File: config.mk
export PLATFORM = sky130hd
export DESIGN_NAME = sdr_group_rx
export DESIGN_NICKNAME = d
export VERILOG_FILES = /design/src/rtl/sdr_pkg.sv /design/src/rtl/sdr_sel_bank.sv /design/src/rtl/sdr_lane_framer.sv /design/src/rtl/sdr_group_rx.sv
export SDC_FILE = /design/constraint.sdc
export NUM_CORES = 1
export LEC_CHECK = 0
export BUFFER_PORTS_ARGS = -buffer_cell sky130_fd_sc_hd__buf_4
export CAP_MARGIN = 10
export CORE_MARGIN = 5
export CORE_UTILIZATION = 60
export DETAILED_ROUTE_END_ITERATION = 10
export PLACE_DENSITY = 0.92
export SETUP_SLACK_MARGIN = 0.05
export SYNTH_ARGS = -nofsm -noshare
export SYNTH_HDL_FRONTEND = slang
export SYNTH_SLANG_ARGS = --single-unit
File: constraint.sdc
create_clock -name clk -period 3.1 [get_ports clk]
set_input_delay 0.62 -clock clk [delete_from_list [all_inputs] [get_ports clk]]
set_output_delay 0.62 -clock clk [all_outputs]
set_load 0.1 [all_outputs]
File: src/rtl/sdr_pkg.sv
package sdr_pkg;

    typedef enum logic [1:0] {
        ST_HUNT = 2'd0,
        ST_LEAD = 2'd1,
        ST_DATA = 2'd2
    } sdr_state_e;

endpackage

File: src/rtl/sdr_sel_bank.sv
module sdr_sel_bank #(
    parameter int LANES  = 4,
    parameter int LANE_W = (LANES > 1) ? $clog2(LANES) : 1
) (
    input  logic              clk,
    input  logic              rst_n,
    input  logic              wr,
    input  logic              strobe,
    input  logic [LANE_W-1:0] lane,
    input  logic              sel_in,
    output logic [LANES-1:0]  sel_q
);

    logic [LANES-1:0] sel_d;

    always_comb begin
        sel_d = sel_q;
        if (wr && strobe) begin
            for (int i = 0; i < LANES; i++) begin
                if (lane == LANE_W'(i)) begin
                    sel_d[i] = sel_in;
                end
            end
        end
    end

    always_ff @(posedge clk) begin
        if (!rst_n) begin
            sel_q <= '0;
        end else begin
            sel_q <= sel_d;
        end
    end

endmodule

File: src/rtl/sdr_lane_framer.sv
module sdr_lane_framer
    import sdr_pkg::*;
#(
    parameter int CHAR_W = 8
) (
    input  logic              clk,
    input  logic              rst_n,
    input  logic              en,
    input  logic              tick,
    input  logic              rx_bit,
    input  logic              strip,
    input  logic [CHAR_W-1:0] pattern,
    output logic [CHAR_W-1:0] data_o,
    output logic              valid_o,
    output logic              synced_o
);

    localparam int CW = $clog2(CHAR_W + 1);
    localparam logic [CW-1:0] LAST = CW'(CHAR_W - 1);
    localparam logic [CW-1:0] FULL = CW'(CHAR_W);

    sdr_state_e        state_q, state_d;
    logic [CHAR_W-1:0] shreg_q, shreg_d;
    logic [CHAR_W-1:0] shifted;
    logic [CW-1:0]     cnt_q, cnt_d;
    logic              valid_d;
    logic [CHAR_W-1:0] data_d;
    logic              is_sync;

    assign shifted = {rx_bit, shreg_q[CHAR_W-1:1]};
    assign is_sync = (shifted == pattern);

    always_comb begin
        state_d = state_q;
        shreg_d = shreg_q;
        cnt_d   = cnt_q;
        valid_d = 1'b0;
        data_d  = data_o;
        unique case (state_q)
            ST_HUNT: begin
                if (tick) begin
                    shreg_d = shifted;
                    if (cnt_q != FULL) begin
                        cnt_d = cnt_q + 1'b1;
                    end
                    if ((cnt_q >= LAST) && is_sync) begin
                        state_d = ST_LEAD;
                        cnt_d   = '0;
                        shreg_d = '0;
                    end
                end
            end
            ST_LEAD, ST_DATA: begin
                if (tick) begin
                    shreg_d = shifted;
                    if (cnt_q == LAST) begin
                        cnt_d = '0;
                        if ((state_q == ST_LEAD) && is_sync && strip) begin
                            valid_d = 1'b0;
                        end else begin
                            valid_d = 1'b1;
                            data_d  = shifted;
                        end
                        if ((state_q == ST_LEAD) && !is_sync) begin
                            state_d = ST_DATA;
                        end
                    end else begin
                        cnt_d = cnt_q + 1'b1;
                    end
                end
            end
            default: begin
                state_d = ST_HUNT;
                cnt_d   = '0;
            end
        endcase
        if (!en) begin
            state_d = ST_HUNT;
            shreg_d = '0;
            cnt_d   = '0;
            valid_d = 1'b0;
        end
    end

    always_ff @(posedge clk) begin
        if (!rst_n) begin
            state_q <= ST_HUNT;
        end else begin
            state_q <= state_d;
        end
    end

    always_ff @(posedge clk) begin
        if (!rst_n) begin
            shreg_q <= '0;
            cnt_q   <= '0;
            valid_o <= 1'b0;
            data_o  <= '0;
        end else begin
            shreg_q <= shreg_d;
            cnt_q   <= cnt_d;
            valid_o <= valid_d;
            data_o  <= data_d;
        end
    end

    assign synced_o = (state_q != ST_HUNT);

endmodule

File: src/rtl/sdr_group_rx.sv
module sdr_group_rx #(
    parameter int LANES  = 4,
    parameter int CHAR_W = 8,
    parameter int LANE_W = (LANES > 1) ? $clog2(LANES) : 1
) (
    input  logic                    clk,
    input  logic                    rst_n,
    input  logic [CHAR_W-1:0]       sync_a,
    input  logic [CHAR_W-1:0]       sync_b,
    input  logic                    ctl_wr,
    input  logic                    ctl_strobe,
    input  logic [LANE_W-1:0]       ctl_lane,
    input  logic                    ctl_sel,
    input  logic [LANES-1:0]        lane_en,
    input  logic [LANES-1:0]        lane_strip,
    input  logic [LANES-1:0]        lane_tick,
    input  logic [LANES-1:0]        lane_bit,
    output logic [LANES*CHAR_W-1:0] char_data,
    output logic [LANES-1:0]        char_valid,
    output logic [LANES-1:0]        lane_synced,
    output logic [LANES-1:0]        lane_sel
);

    sdr_sel_bank #(
        .LANES  (LANES),
        .LANE_W (LANE_W)
    ) u_sel (
        .clk    (clk),
        .rst_n  (rst_n),
        .wr     (ctl_wr),
        .strobe (ctl_strobe),
        .lane   (ctl_lane),
        .sel_in (ctl_sel),
        .sel_q  (lane_sel)
    );

    for (genvar g = 0; g < LANES; g++) begin : g_lane
        logic [CHAR_W-1:0] pat;

        assign pat = lane_sel[g] ? sync_b : sync_a;

        sdr_lane_framer #(
            .CHAR_W (CHAR_W)
        ) u_frm (
            .clk      (clk),
            .rst_n    (rst_n),
            .en       (lane_en[g]),
            .tick     (lane_tick[g]),
            .rx_bit   (lane_bit[g]),
            .strip    (lane_strip[g]),
            .pattern  (pat),
            .data_o   (char_data[g*CHAR_W +: CHAR_W]),
            .valid_o  (char_valid[g]),
            .synced_o (lane_synced[g])
        );
    end

endmodule

* Word level (Yosys, flattened, before mapping) *
Cells that the tools add are included.

word-level totals
  flip-flop bits (word level) = 96
  input bits = 39

operators by class
  bitwise logic cells = 4
  multiplexer cells = 72
  equality and inequality tests = 47
  reductions and logical operators = 66
  $lt $le $gt $ge = 4
  add/subtract/negate cells = 4

operators by type and width
  kind                   count
  $mux W8                16
  $mux W4                20
  $pmux W8 S2            4
  $mux W2                20
  $reduce_and A5 Y1      8
  $eq A8 B8 Y1           4
  $pmux W4 S2            4
  $ne A2 B1 Y1 const B   12
  $reduce_and A3 Y1      8
  $logic_and A1 B1 Y1    17
  $add A4 B1 Y4 const B  4
  $eq A4 B3 Y1 const B   4
  $ge A4 B3 Y1 const B   4
  $ne A2 B2 Y1 const B   8
  $ne A4 B4 Y1 const B   4
  $pmux W2 S2            4
  $reduce_and A2 Y1      8
  $reduce_and A4 Y1      4
  $reduce_bool A2 Y1     8
  $eq A2 B2 Y1 const B   6
  $ne A3 B1 Y1 const B   4
  $eq A2 B1 Y1 const B   5
  $logic_not A2 Y1       5
  $reduce_or A2 Y1       4
  other kinds (3)        12

* Depth between registers and ports, before layout *
Gate-level depths: netlist of the first run.

  word-level depth = 8
  depth in mapped cells = 8
  depth with buffers taken out = 8

* Modules after synthesis *
Synthesis of the first run repeated with hierarchy kept, for this count alone.

unflattened totals
  cells, all modules = 561
  area total of the unflattened synthesis = 5495.3 um^2

modules (own cells, without submodules)
  module           cells an instance  times used  area an instance (um^2)  sequential area each (um^2)
  sdr_lane_framer  127                4           1198.6                   440.4
  sdr_group_rx     36                 1           525.5                    0.0
  sdr_sel_bank     17                 1           175.2                    80.1

* Least setup slack after synthesis of the first run *
No wires, ideal clock.

  path type = register to register
  start = reg u_sel.sel_q[2]
  end = reg g_lane[2].u_frm.data_o[0]
  clock period less this slack = 2747 ps
  required time = 2980 ps
  data arrival time = 2628 ps
  path slack = 353 ps
  cell stages (with the launch flop) = 9
  path buffers = 2
  path through = dfxtp_1 > buf_2 > mux2i_1 > xnor2_1 > nor4_4 > a41oi_1 > buf_2 > mux2i_1 > nor2b_1

on the way
  word-level cells in the longest chain between the ends = 6

ends and longest elaborated chain
  item                                line                    source
  start: declaration                  sdr_sel_bank.sv:11      output logic [LANES-1:0] sel_q
  start signal: assignment            sdr_sel_bank.sv:31      sel_q <= sel_d;
  $mux W8                             sdr_group_rx.sv:40      assign pat = lane_sel[g] ? sync_b : sync_a;
  $eq A8 B8 Y1                        sdr_lane_framer.sv:31   assign is_sync = (shifted == pattern);
  $logic_and A1 B1 Y1 (2 in a row)    sdr_lane_framer.sv:58   if ((state_q == ST_LEAD) && is_sync && strip) begin
  $not A1 Y1 (no source line)         --
  $reduce_and A4 Y1 (no source line)  --
  end signal: assignment              sdr_lane_framer.sv:103  data_o <= data_d;
  end: declaration                    sdr_lane_framer.sv:13   output logic [CHAR_W-1:0] data_o,

No other way between the ends.
A chain may end at the register's enable or synchronous reset.

* Final worst setup path of the first run *
  start = reg u_sel.sel_q[3]
  end = reg g_lane[3].u_frm.shreg_q[5]

on the way
  word-level cells in the longest chain between the ends = 6

ends and longest elaborated chain
  item                    line                    source
  $mux W8                 sdr_group_rx.sv:40
  $eq A8 B8 Y1            sdr_lane_framer.sv:31
  $logic_and A1 B1 Y1     sdr_lane_framer.sv:46   if ((cnt_q >= LAST) && is_sync) begin
  $mux W8                 sdr_lane_framer.sv:46
  $mux W8                 sdr_lane_framer.sv:41   if (tick) begin
  $pmux W8 S2             sdr_lane_framer.sv:39   unique case (state_q)
  end signal: assignment  sdr_lane_framer.sv:100  shreg_q <= shreg_d;
  end: declaration        sdr_lane_framer.sv:23   logic [CHAR_W-1:0] shreg_q, shreg_d;

No other way between the ends. The select of a mux whose other input is x is not followed.

==> impl_metrics.ini, run 1 <==
[status]
outcome = complete, no violations

[cells_and_area]
syn_to_final_growth_pct = 16.8
nNetsFinal = 688
final_core_util = 0.709
drive_gt1_frac = 0.197
final_cell_mix = dfxtp_1, buf_4, mux2i_1
diodes = 0
finalInstanceArea_um2 = 6090

[detailed_routing]
drt_wl_total_um = 13200
vias = 4530
first_iter_violations = 235
vias_per_cell = 6.15
drtAntennaViolNets = 0
dr.pass1.iters = 5
drcViolationCount = 0
wl_per_cell_um = 17.9

[yosys]
synth_area_leaders = dfxtp_1, mux2i_1, xnor2_1, ha_1, nor2b_1
synth-async-reset-ratio = 0
syn_nets = 611
synthCells = 548
ys_seq_area_frac = 0.353
synth-main-ff-cell = dfxtp_1
syn_area_um2 = 5220
synth_top_area_share = 0.353
synth_edf_count = 0
yosysTopAreaCell = dfxtp_1
synth_seq_cells = 92
yosysWarnings = 0
avgSynthCellArea_um2 = 9.52
yosysUniqueCellTypes = 38

[placed_design]
port_buffers = 82
dpl.hpwl_um = 9790
dpl_cell_area_um2 = 5900
gp_congestion = 0.918

[cts]
clockBufferDepth = 2
holdBufCountCts = 0
cts_setup_buffers = 0
htree_levels = 3
numClockSinks = 92
cts_resized = 0
numCtsBuffers = 9
insertion_delay_ns = 0.37
root_buffer = clkbuf_8
clk_pin_slew_worst_paths_ns = 0.09
tritoncts = done

[timing]
tns_ns = 0
rsz0062_at_grt = false
tightest_slew_ns = 0.678
fin_skew_ns = 0.0101
timing.final.crit_share = 0.831
relSlewSlack = 0.542
fin_crit_ns = 2.58
final-max-slew-violation-count = 0
hold_viol = 0
fmax_ghz = 0.388
finalHoldWorstSlack_ns = 0.529
setup_viol = 0

[setup_path]
critical_path_class = flop to flop
cp_cell_sequence = mux2i_1, xnor2_1, nor4_4, a41oi_1, a22oi_1, nor2_1
cp.arrival_ns = 2.81
crit_path_max_fanout = 10
cp_slowest_cell = dfxtp_1
endpoint_kind = flop
max_stage_delay_ns = 0.71
critPathLaunchType = flop
cp.required_ns = 3.34

[global_route]
grt_pass1_wl_um = 21100
grt_max_degree = 44
grt_pass1_vias = 4345
grt-ovfl-total = 0
grt_antenna_before_repair = 0
track_usage = 0.250

[power]
ir_worst_vdd_mv = 0.281
p_per_area_nw_per_um2 = 370
leakage_nw = 2.19

[floorplan]
die_area_um2 = 10700
row_count = 34
die_y_um = 103
start_util = 0.607
ios = 83
core_um2 = 8590
dieWidth_um = 103

[worst_hold_path]
hold_path.class = flop to flop

[flow_run]
maxCapViolations = 0
-- layer usage --
metal / vias up / global-route usage / wire length, um / share of wire
li1: 2157 / - / - / -
met1: 2103 / 0.316 / 5410 / 0.41
met2: 221 / 0.410 / 6270 / 0.47
met3: 49 / 0.0503 / 1020 / 0.078
met4: 0 / 0.121 / 489 / 0.037
met5: - / 0 / 0 / 0
-- final cells by class --
type / count / area (um2)
repair buffers: 92 / 691
clock buffers: 12 / 155
clock inverters: 2 / 35.0
well taps: 108 / 135
fillers: 614 / 2500
flip-flops and latches: 92 / 1840
inverters: 28 / 105
multi-input cells: 402 / 3130
-- power breakdown --
| group | switching, mW | leakage [nW] | total, mW | internal [mW] |
|---|---|---|---|---|
| registers | 0.0141 | 0.742 | 1.20 | 1.19 |
| logic | 0.142 | 1.35 | 0.244 | 0.102 |
| clock network | 0.405 | 0.0983 | 0.812 | 0.407 |
-- worst max-delay path, delay by kind of cell, from the launching register on --
family | cells | cell delay, ns
AO/OA/AOI/OAI | 2 | 0.62
XOR/XNOR | 1 | 0.15
flip-flops | 1 | 0.71
multiplexers | 1 | 0.41
AND/OR/NAND/NOR | 2 | 0.55
-- registers in the layout (all words and copies together), names as in the netlist --
register and cells:
g_lane.u_frm.cnt_q 16, g_lane.u_frm.shreg_q 28, g_lane.u_frm.valid_o 4, u_sel.sel_q 4, g_lane.u_frm.state_q 8, g_lane.u_frm.data_o 32
-- synthesized netlist by cell type, drive strengths merged, types with 9 or more instances --
master	n
a22oi	28
a41oi	12
buf	16
clkbuf	10
dfxtp	92
ha	24
inv	28
mux2i	67
nand2	20
nand3	12
nand4	9
nor2	53
nor2b	40
xnor2	36
-- final timing paths --
path              cells past startpoint  slack [ns]                    endpoint                       from
hold / removal                        2        0.53   g_lane[3].u_frm.data_o[3]  g_lane[3].u_frm.data_o[3]
hold reg to reg                       2        0.53   g_lane[3].u_frm.data_o[3]  g_lane[3].u_frm.data_o[3]
setup / recovery                      6        0.52  g_lane[3].u_frm.shreg_q[5]             u_sel.sel_q[3]
setup reg to reg                      6        0.52  g_lane[3].u_frm.shreg_q[5]             u_sel.sel_q[3]
-- kinds of logic (layout without fill, tap and decap cells) --
family                     after synthesis  count (layout)  synth area share
and+or+nand+nor                        170             170             0.192
adders and majority gates               24              24            0.0576
xor gates and xnor gates                36              36            0.0605
AOI/OAI and AO/OA                      105             105             0.161
muxes                                   67              67             0.129
buffers and inverters                   54             134            0.0465
DFF                                     92              92             0.353
-- stage by stage --
step           setup slack [ns]  instances  total power [mW]
3_3_place_gp              0.620        722              1.46
6_report                  0.522        736              2.26
4_1_cts                   0.537        736              2.25
5_1_grt                   0.352        736              2.33
3_5_place_dp              0.587        722              1.47
2_1_floorplan             0.353        548              1.37
(Power assumes the default switching activity.)
==> run 2, diff against run 1 <==
--- a/config.mk
+++ b/config.mk
@@ -8,9 +8,9 @@
 export BUFFER_PORTS_ARGS = -buffer_cell sky130_fd_sc_hd__buf_4
 export CAP_MARGIN = 10
 export CORE_MARGIN = 5
-export CORE_UTILIZATION = 60
+export CORE_UTILIZATION = 57
 export DETAILED_ROUTE_END_ITERATION = 10
-export PLACE_DENSITY = 0.92
+export PLACE_DENSITY = 0.88
 export SETUP_SLACK_MARGIN = 0.05
 export SYNTH_ARGS = -nofsm -noshare
 export SYNTH_HDL_FRONTEND = slang
==> constraint.sdc (replaced) <==
create_clock -name clk -period 2.4 [get_ports clk]
set_input_delay 0.48 -clock clk [delete_from_list [all_inputs] [get_ports clk]]
set_output_delay 0.48 -clock clk [all_outputs]
set_load 0.1 [all_outputs]
==> run 2 against run 1 <==
Wire length decreased by 0.50%. Largest power group unchanged. Sequential share of layout area decreased by 0.43 points. Critical path type unchanged. Critical path depth unchanged. Total power increased by 44%. Worst hold slack got worse by 0.13 ns. Worst setup slack got worse by 0.31 ns. Utilization decreased by 2.2 points. Combinational power increased by 30%. Clock power increased by 71%. Highest routed layer unchanged. Clock skew decreased by 0.0029 ns. Global-route usage decreased by 1.5 points. Via count increased by 1.2%.
==> impl_metrics.ini, run 2 (same netlist as run 1, synthesis figures left out) <==
[status]
outcome = complete, no violations

[cells_and_area]
largest_register_ffs = 32
multi_input_area_um2 = 3150
final_cell_mix = buf_4, dfxtp_1, mux2i_1
fillCellCount = 689
diodes = 0
nNetsFinal = 691
top_register = g_lane.u_frm.data_o
drive_gt1_frac = 0.214
syn_to_final_growth_pct = 19.5
top_regs = g_lane.u_frm.data_o: 32 flops, g_lane.u_frm.shreg_q: 28 flops, g_lane.u_frm.cnt_q: 16 flops
regArea_um2 = 1860
final_common_cell = buf_4

[timing]
fmax_ghz = 0.458
tns_ns = 0
relSlewSlack = 0.594
final-max-slew-violation-count = 0
hold_viol = 0
timing.final.crit_share = 0.910
setup_viol = 0
fin_skew_ns = 0.00721
finalHoldWorstSlack_ns = 0.396
tightest_slew_ns = 0.605
rsz0062_at_grt = true
fin_crit_ns = 2.18

[detailed_routing]
dr_wl_met3_um = 925
vias_per_cell = 6.17
wl_met1_um = 5120
wl_per_cell_um = 17.7
top_layer = met4
drtAntennaViolNets = 0
drt_wl_total_um = 13100
vias = 4583
drcViolationCount = 0
dr_wl_met2_um = 6690
first_iter_violations = 231
dr.pass1.iters = 5

[setup_path]
max_stage_delay_ns = 0.53
cp_num_buf_inv = 0
cp_top_family = compound AO/OA/AOI/OAI gates
cp_slowest_cell = nor4_4
endpoint_kind = flop
critPathLaunchType = flop
cp.arrival_ns = 2.42
crit_path_max_fanout = 10
critical_path_class = flop to flop
cp.required_ns = 2.63
cp_cell_sequence = mux2i_1, xnor2_1, nor4_4, a41oi_2, a22oi_1, nor2_1

[floorplan]
die_area_um2 = 11200
core_um2 = 9060
dieWidth_um = 106
die_y_um = 106
row_count = 35
start_util = 0.575
ios = 83

[global_route]
grt_antenna_before_repair = 0
grt_max_degree = 25
grt_pass1_vias = 4393
track_usage = 0.235
grt_pass1_wl_um = 21500
grt-ovfl-total = 0

[placed_design]
dpl.hpwl_um = 9770
gp_congestion = 0.950
port_buffers = 82

[cts]
holdBufCountCts = 0
root_buffer = clkbuf_8
numClockSinks = 92
tritoncts = done
clockBufferDepth = 2
cts_setup_buffers = 0
insertion_delay_ns = 0.36
htree_levels = 3
numCtsBuffers = 9
clk_pin_slew_worst_paths_ns = 0.09

[power]
ir_worst_vdd_mv = 0.459
p_per_area_nw_per_um2 = 522
leakage_nw = 2.25

[worst_hold_path]
hold_path.class = input pin to flop

[flow_run]
maxCapViolations = 0
## run 2: cell types whose count changed in the layout (fill, tap and decap cells not counted), sizes merged
cell / change
clkbuf: -1
bufinv: +3
buf: +3
clkinv: -1
## run 2: worst reg2reg max path, delay by kind of cell, from the launching register on
kind	cells	cell delay, ns
multiplexers	1	0.25
flip-flops	1	0.45
AO/OA/AOI/OAI	2	0.61
AND/OR/NAND/NOR	2	0.61
XOR/XNOR	1	0.14
## run 2: repair_timing
item                                   in CTS  in global routing
endpoints found under the hold margin       0                  0
gates resized for setup                     1                  2
gates cloned                                0                  0
setup endpoints to repair                   1                  9
## run 2: stage by stage
stage / setup WS, ns / std cells / power, mW / instance area (um2) / util
6_report: 0.215 / 743 / 3.25 / 6230 / 0.687
5_1_grt: 0.0295 / 743 / 3.35 / 6230 / 0.687
4_1_cts: 0.160 / 743 / 3.26 / 6220 / 0.686
3_5_place_dp: 0.145 / 728 / 1.89 / 5940 / 0.656
3_3_place_gp: 0.195 / 728 / 1.88 / 5940 / 0.656
2_1_floorplan: 0.147 / 548 / 1.77 / 5230 / -
## run 2: power by group
group          switching, mW  internal (mW)  total (mW)  leakage, nW
clock                  0.539          0.849        1.39        0.136
combinational          0.183          0.134       0.317         1.36
sequential            0.0171           1.53        1.55        0.745
total                  0.739           2.51        3.25         2.25
## run 2: worst paths after layout
| path | slack [ns] | endpoint | cells after the start | from |
|---|---|---|---|---|
| setup / recovery | 0.22 | g_lane[3].u_frm.shreg_q[1] | 6 | u_sel.sel_q[3] |
| setup reg to reg | 0.22 | g_lane[3].u_frm.shreg_q[1] | 6 | u_sel.sel_q[3] |
| hold / removal | 0.40 | u_sel.sel_q[2] | 3 | ctl_sel |
| hold reg to reg | 0.52 | g_lane[3].u_frm.data_o[7] | 2 | g_lane[3].u_frm.data_o[7] |
## run 2: layer usage
layer  vias up  global-route usage
met1      2180               0.270
met5         -                   0
met4         0              0.0971
met2       203               0.423
met3        44              0.0490
li1       2156                   -
## run 2: area by class of cell
| class | instances | share of cell area |
|---|---|---|
| clock buffer | 11 | 0.0243 |
| clock inverter | 4 | 0.0193 |
| inverter | 28 | 0.0169 |
| multi-input combinational | 402 | 0.505 |
| sequential | 92 | 0.298 |
| tap | 111 | 0.0223 |
| timing repair buffer | 95 | 0.114 |
==> run 3, diff against run 2 <==
--- a/config.mk
+++ b/config.mk
@@ -8,9 +8,9 @@
 export BUFFER_PORTS_ARGS = -buffer_cell sky130_fd_sc_hd__buf_4
 export CAP_MARGIN = 10
 export CORE_MARGIN = 5
-export CORE_UTILIZATION = 57
+export CORE_UTILIZATION = 52
 export DETAILED_ROUTE_END_ITERATION = 10
-export PLACE_DENSITY = 0.88
+export PLACE_DENSITY = 0.85
 export SETUP_SLACK_MARGIN = 0.05
 export SYNTH_ARGS = -nofsm -noshare
 export SYNTH_HDL_FRONTEND = slang
==> constraint.sdc (replaced) <==
create_clock -name clk -period 1.8 [get_ports clk]
set_input_delay 0.36 -clock clk [delete_from_list [all_inputs] [get_ports clk]]
set_output_delay 0.36 -clock clk [all_outputs]
set_load 0.1 [all_outputs]
==> run 3 against run 2 <==
The flow now finishes with violations (negative setup slack). Cell count rose by 15%. Non-clock buffer count rose by 88. First-iteration DRC count grew 130%. Critical path depth is 1 higher. Sequential power grew 33%. Combinational power grew 130%. Worst setup slack got worse by 0.72 ns. Clock power fell by 4%. Largest cell class unchanged. Via count is 26% higher. Sequential cell count did not move. Wire length up 72%. Worst hold slack lost 0.12 ns.
==> impl_metrics.ini, run 3 (same netlist as run 1, synthesis figures left out) <==
[status]
outcome = complete, but fails checks
violations = negative setup slack

[cells_and_area]
top_register = g_lane.u_frm.data_o
nNetsFinal = 779
finalInstanceArea_um2 = 7970
largest_register_ffs = 32
final_core_util = 0.815
diodes = 0
syn_to_final_growth_pct = 52.7
final_common_cell = buf_4
drive_gt1_frac = 0.477
top_regs = g_lane.u_frm.data_o: 32 flops, g_lane.u_frm.shreg_q: 28 flops, g_lane.u_frm.cnt_q: 16 flops
final_cell_mix = buf_4, dfxtp_1, nor2_1
final_cells = 854

[detailed_routing]
drtAntennaViolNets = 0
dr.pass1.iters = 6
first_iter_violations = 525
vias = 5763
drt_wl_total_um = 22600
drcViolationCount = 0
wl_per_cell_um = 26.4
vias_per_cell = 6.75

[timing]
fmax_ghz = 0.434
relSlewSlack = 0.577
final-max-slew-violation-count = 0
fin_skew_ns = 0.0128
timing.final.ws_setup_ns = -0.502
tns_ns = -30.28
hold_viol = 0
timing.final.crit_share = 1.28
finalHoldWorstSlack_ns = 0.272
setup_viol = 88
tightest_slew_ns = 0.628
fin_crit_ns = 2.30
rsz0062_at_grt = true

[cts]
holdBufCountCts = 0
htree_levels = 3
tritoncts = done
numCtsBuffers = 9
clockBufferDepth = 2
clk_pin_slew_worst_paths_ns = 0.09
numClockSinks = 92
insertion_delay_ns = 0.39
root_buffer = clkbuf_8

[global_route]
grt_pass1_wl_um = 25300
grt_max_degree = 32
grt_pass1_vias = 5049
grt-ovfl-total = 0
grt_antenna_before_repair = 0
track_usage = 0.268

[setup_path]
crit_path_max_fanout = 6
critPathLaunchType = flop
max_stage_delay_ns = 0.46
endpoint_kind = flop
reg2reg_slack_ns = -0.50
cp_slowest_cell = nor4_4
cp.arrival_ns = 2.56
cp_cell_sequence = mux2i_2, xnor2_1, nor4_4, a41oi_2, buf_4, mux2i_1, nor2b_1
critical_path_class = flop to flop
cp.required_ns = 2.06

[power]
ir_worst_vdd_mv = 0.523
p_per_area_nw_per_um2 = 516
leakage_nw = 2.94

[floorplan]
ios = 83
core_um2 = 9770
start_util = 0.534
row_count = 36
dieWidth_um = 110
die_area_um2 = 12100
die_y_um = 110

[worst_hold_path]
hold_path.class = input pin to flop

[placed_design]
placedCellCount = 803
port_buffers = 82
dpl_cell_area_um2 = 6380
gp_congestion = 0.955
dpl.hpwl_um = 10500

[flow_run]
maxCapViolations = 0
## run 3: layout make-up
| class | instances | area, um2 |
|---|---|---|
| Timing Repair Buffer | 183 | 1570 |
| Sequential cell | 92 | 1860 |
| Inverter | 28 | 118 |
| Clock buffer | 10 | 128 |
| Clock inverter | 6 | 38.8 |
| Tap cell | 133 | 166 |
| Fill cell | 482 | 1810 |
| Multi-Input combinational cell | 402 | 4090 |
## run 3: worst paths after layout
path                                     end  cells after the start                       from
hold reg to reg    g_lane[0].u_frm.data_o[6]                      2  g_lane[0].u_frm.data_o[6]
setup / recovery   g_lane[1].u_frm.data_o[7]                      7             u_sel.sel_q[1]
hold / removal    g_lane[1].u_frm.shreg_q[7]                      3                lane_bit[1]
setup reg to reg   g_lane[1].u_frm.data_o[7]                      7             u_sel.sel_q[1]
## run 3: worst max-delay path, delay by kind of cell (launching register included)
kind	cells	cell delay, ns
compound gates	1	0.24
xor+xnor	1	0.16
buf+inv	1	0.20
flops	1	0.44
mux	2	0.57
simple gates	2	0.58
## run 3: where the power goes
part	switching (mW)	internal (mW)	total (mW)
Clock	0.823	0.503	1.33
Sequential	0.0170	2.04	2.06
Combinational	0.415	0.308	0.723
Total	1.25	2.85	4.11
## run 3: metal layers
metal | GRT usage | part of all wire | up-vias
li1 | - | - | 2328
met4 | 0.172 | 0.092 | 0
met2 | 0.474 | 0.46 | 551
met5 | 0 | 0 | -
met3 | 0.0606 | 0.11 | 224
met1 | 0.287 | 0.33 | 2660
## run 3: timing repair
item                                    in CTS  in global routing
gates resized for setup                     98                111
endpoints found under the setup margin      92                 94
setup buffers                               23                 13
cloned                                       0                  0
pin swaps                                   44                 33
## run 3: per-stage QoR
step                power, mW  worst slack (ns)
CTS                      3.85            -0.196
global route             4.22            -0.611
global placement         2.55            -0.198
floorplan                2.36            -0.325
detailed placement       2.56            -0.331
finish                   4.11            -0.502
